`config.mk`:
```
export PLATFORM = sky130hd
export DESIGN_NAME = dma_major_done_ctrl
export DESIGN_NICKNAME = d
export VERILOG_FILES = /design/src/rtl/dma_mdc_pkg.sv /design/src/rtl/mdc_sga_check.sv /design/src/rtl/mdc_status_upd.sv /design/src/rtl/dma_major_done_ctrl.sv
export SDC_FILE = /design/constraint.sdc
export NUM_CORES = 1
export LEC_CHECK = 0
export BUFFER_PORTS_ARGS = -buffer_cell sky130_fd_sc_hd__buf_2
export CORE_ASPECT_RATIO = 2
export CORE_MARGIN = 8
export CORE_UTILIZATION = 38
export DETAILED_ROUTE_END_ITERATION = 8
export PLACE_DENSITY = 0.67
export SLEW_MARGIN = 40
export SYNTH_ARGS = -nofsm -noshare
export SYNTH_HDL_FRONTEND = slang
export SYNTH_HIERARCHICAL = 1
export SYNTH_SLANG_ARGS = --single-unit
```
`constraint.sdc`:
```
create_clock -name clk -period 2.25 [get_ports clk]
set_input_delay 0.3375 -clock clk [delete_from_list [all_inputs] [get_ports clk]]
set_output_delay 0.3375 -clock clk [all_outputs]
set_load 0.1 [all_outputs]
```
`src/rtl/dma_mdc_pkg.sv`:
```
package dma_mdc_pkg;

    // Bit positions within the channel control/status word
    localparam int unsigned B_START    = 0;
    localparam int unsigned B_INTMAJOR = 1;
    localparam int unsigned B_INTHALF  = 2;
    localparam int unsigned B_DREQ     = 3;
    localparam int unsigned B_ESG      = 4;
    localparam int unsigned B_ELINK    = 5;
    localparam int unsigned B_ACTIVE   = 6;
    localparam int unsigned B_DONE     = 7;
    localparam int unsigned B_LINK_LO  = 8;
    localparam int unsigned B_RSVD_LO  = 12;
    localparam int unsigned B_RSVD_HI  = 13;

    typedef enum logic [1:0] {
        ST_IDLE  = 2'd0,
        ST_FETCH = 2'd1,
        ST_LINK  = 2'd2
    } mdc_state_e;

endpackage

```
`src/rtl/mdc_sga_check.sv`:
```
module mdc_sga_check #(
    parameter int unsigned LOWB = 5
) (
    input  logic [LOWB-1:0] low_i,
    output logic            aligned_o
);
    always_comb begin
        aligned_o = (low_i == '0);
    end
endmodule

```
`src/rtl/mdc_status_upd.sv`:
```
module mdc_status_upd
    import dma_mdc_pkg::*;
#(
    parameter int unsigned CW = 16
) (
    input  logic [CW-1:0] csr_i,
    output logic [CW-1:0] status_o
);
    always_comb begin
        status_o = csr_i;
        for (int i = int'(B_RSVD_LO); i <= int'(B_RSVD_HI); i++) begin
            status_o[i] = 1'b0;
        end
        status_o[B_DONE]   = 1'b1;
        status_o[B_ACTIVE] = 1'b0;
    end
endmodule

```
`src/rtl/dma_major_done_ctrl.sv`:
```
module dma_major_done_ctrl
    import dma_mdc_pkg::*;
#(
    parameter int unsigned AW          = 32,
    parameter int unsigned CW          = 16,
    parameter int unsigned NCH         = 16,
    parameter int unsigned ALIGN_BYTES = 32
) (
    input  logic                   clk,
    input  logic                   rst_n,
    input  logic [CW-1:0]          csr_i,
    input  logic [AW-1:0]          sga_i,
    input  logic                   major_done_i,
    output logic                   fetch_req_o,
    output logic [AW-1:0]          fetch_addr_o,
    input  logic                   fetch_ack_i,
    output logic                   link_req_o,
    output logic [$clog2(NCH)-1:0] link_ch_o,
    input  logic                   link_ack_i,
    output logic                   cfg_err_o,
    output logic                   irq_o,
    output logic                   hw_req_clr_o,
    output logic                   status_we_o,
    output logic [CW-1:0]          status_o
);
    localparam int unsigned CHW  = $clog2(NCH);
    localparam int unsigned LOWB = $clog2(ALIGN_BYTES);

    typedef struct packed {
        mdc_state_e    st;
        logic [CW-1:0] csr;
        logic [AW-1:0] sga;
        logic          err;
        logic          we;
        logic          irq;
        logic          clr;
    } mdc_regs_t;

    mdc_regs_t q, d;
    logic      sga_ok;

    mdc_sga_check #(.LOWB(LOWB)) u_align (
        .low_i     (sga_i[LOWB-1:0]),
        .aligned_o (sga_ok)
    );

    mdc_status_upd #(.CW(CW)) u_stat (
        .csr_i    (q.csr),
        .status_o (status_o)
    );

    always_comb begin
        d     = q;
        d.err = 1'b0;
        d.we  = 1'b0;
        d.irq = 1'b0;
        d.clr = 1'b0;
        unique case (q.st)
            ST_IDLE: begin
                if (major_done_i) begin
                    d.csr = csr_i;
                    d.sga = sga_i;
                    if (csr_i[B_ESG] && !sga_ok) begin
                        d.err = 1'b1;
                    end else begin
                        d.we  = 1'b1;
                        d.irq = csr_i[B_INTMAJOR];
                        d.clr = csr_i[B_DREQ];
                        if (csr_i[B_ESG]) begin
                            d.st = ST_FETCH;
                        end else if (csr_i[B_ELINK]) begin
                            d.st = ST_LINK;
                        end
                    end
                end
            end
            ST_FETCH: begin
                if (fetch_ack_i) begin
                    d.st = q.csr[B_ELINK] ? ST_LINK : ST_IDLE;
                end
            end
            ST_LINK: begin
                if (link_ack_i) begin
                    d.st = ST_IDLE;
                end
            end
            default: d.st = ST_IDLE;
        endcase
    end

    always_ff @(posedge clk or negedge rst_n) begin
        if (!rst_n) begin
            q <= '{st: ST_IDLE, csr: '0, sga: '0, err: 1'b0,
                   we: 1'b0, irq: 1'b0, clr: 1'b0};
        end else begin
            q <= d;
        end
    end

    always_comb begin
        fetch_req_o  = (q.st == ST_FETCH);
        fetch_addr_o = q.sga;
        link_req_o   = (q.st == ST_LINK);
        link_ch_o    = q.csr[B_LINK_LO +: CHW];
        cfg_err_o    = q.err;
        irq_o        = q.irq;
        hw_req_clr_o = q.clr;
        status_we_o  = q.we;
    end
endmodule

```
==> summary.md <==
| Metric | Value |
|---|---|
| Critical Path RT | 1.91 ns |
| RSZ-0062 raised after global routing | false |
| Vias in the first global route | 1510 |
| Filler cell count | 578 |
| Clock Tree Buf Depth | 2 |
| Setup TNS | 0 ns |
| Leakage | 1.34 nW |
| Tcrit/Tclk final | 75.5% |
| Worst reg2reg startpoint | q[52] |
| Placeable Area | 6010 um2 |
| Design Area, Final | 2680 um2 |
| CP max FO | 8 |
| Endpoint type of the worst setup path | output port |
| # Post-CTS Setup Buffers | 0 |
| Final WL | 4770 um |
| WS Path Type | register to output port |
| Final Net Count | 281 |
| Via/cell ratio | 4.53 |
| Initial antenna violation count | 0 |
| CTS H-tree depth | 2 |
| Worst r2r path cells | 3 |
| Die Wd | 71.6 um |
| Reg-to-reg endpoint | fetch_addr_o[16] |
| Clk_lat worst skew | 0.29 ns |
| Input/output buffers | 102 |
| Initial Util | 39.1% |
| Peak supply drop | 0.000758 V |
| ANT nets after route | 0 |
| Min Tclk post-route | 1.70 ns |
| Pre-Repair DR Iteration Count | 3 |
| Avg Inst Size Synth | 13.7 um2 |
| WL/cell | 16.4 um |
| Total Routing Usage GR | 10.8% |
| Row cnt | 40 |
| Post-cts sizing count | 0 |
| Synth Instances | 172 |
| DP HPWL | 3780 um |
| Clock skew | 0.00303 ns |
| Post-synthesis instance area | 2350 um2 |
| Fmax | 0.589 GHz |
| Placed Area | 2530 um2 |
| Run status | complete, no violations |
| Final setup fails | 0 |
| Final Core Density | 44.5% |
| HP Class | input port to asynchronous set/reset pin |
| First-pass GRT wire length | 7530 um |
| Fin cells | 291 |
| R2r setup slk | 0.76 ns |
| Total CTS buffers | 5 |
| Clk slew on worst S/H paths | 0.06 ns |
| Vias | 1318 |
| Worst Tran Pin Value | 0.511 ns |
| TritonCTS clock tree | yes |
| Largest net degree at the start of global routing | 51 |
| Power Dens Cells | 1250 nW/um2 |
| Clk sinks | 50 |
| Gpl congestion | 0.654 |
| Share of layout cells above drive strength 1 | 69.6% |
| Clock tree root driver cell | clkbuf_16 |
| DRT iter0 DRCs | 25 |
| I/O pins | 111 |
| Die Area | 9110 um2 |
| Global route overflow | 0 |
| Area occupied by multi-input gates | 654 um2 |
| Placed Instances | 284 |
| Post-CTS Hold Buffers | 0 |
| # DRC | 0 |
| Final Hold Fails | 0 |
| Worst EP arrival | 1.36 ns |
| Warnings, synthesis | 6 |
| Synth-to-Final Area Change | 13.8% |
| Max_slew headroom | 66.2% |
| Worst Setup SP | q[52] |
| Die Height | 127 um |
| Register area | 1250 um2 |
| MaxCap Viol Count | 0 |
| Crit path launch type | register |
| Fin. max-slew vios | 0 |
-- worst max-delay path by stage --
| stage | to |
|---|---|
| floorplan | fetch_req_o |
| global placement | cfg_err_o |
| detailed placement | irq_o |
| CTS | link_req_o |
| global route | link_req_o |
| finish | link_req_o |
-- placed cells by master, fill, tap and decap left out, types with 2 or more instances in the layout --
master     count
mux2_4         3
nand4b_1       2
buf_2        102
conb_1         4
mux2_2        41
nor2_1         2
nor2b_1        2
nor3b_1        2
dfrtp_1       50
buf_4          2
clkbuf_16      5
-- power by group --
| group | leakage (nW) | switching (mW) | total [mW] | internal, mW |
|---|---|---|---|---|
| combinational | 0.673 | 1.26 | 1.51 | 0.255 |
| sequential | 0.594 | 0.0643 | 1.09 | 1.03 |
| clock | 0.0688 | 0.296 | 0.726 | 0.430 |
-- state kept, by name (all words and copies together) (netlist names) --
signal / flops
status_we_o: 1
q: 10
link_ch_o: 4
irq_o: 1
cfg_err_o: 1
hw_req_clr_o: 1
fetch_addr_o: 32
-- metrics by stage --
stage,power [mW],setup slack [ns],hold WS (ns)
2_1_floorplan,2.60,0.154,0.0419
3_3_place_gp,2.62,0.617,0.344
3_5_place_dp,2.64,0.576,0.354
4_1_cts,3.39,0.533,0.0425
5_1_grt,3.45,0.498,0.0521
6_report,3.33,0.552,0.0343
-- critical path: stages (launching register included) --
cell     delay [ns]
dfrtp_1        0.44
and2b_1        0.21
buf_2          0.42
-- area by class of cell --
class | count | share of cell area (%)
antenna | 1 | 0.0935
clock buffer | 6 | 5.19
inverter | 1 | 0.140
multi-input combinational | 65 | 24.5
sequential | 50 | 46.8
tap | 63 | 2.95
timing repair buffer | 105 | 20.4
-- layer usage --
| layer | wire length (um) | up-vias | GRT usage (%) |
|---|---|---|---|
| li1 | - | 626 | - |
| met1 | 1570 | 630 | 9.68 |
| met2 | 2670 | 57 | 19.3 |
| met3 | 412 | 5 | 4.47 |
| met4 | 115 | 0 | 6.55 |
| met5 | 0 | - | 0 |
No activity file was read; power rests on OpenSTA's default activity.
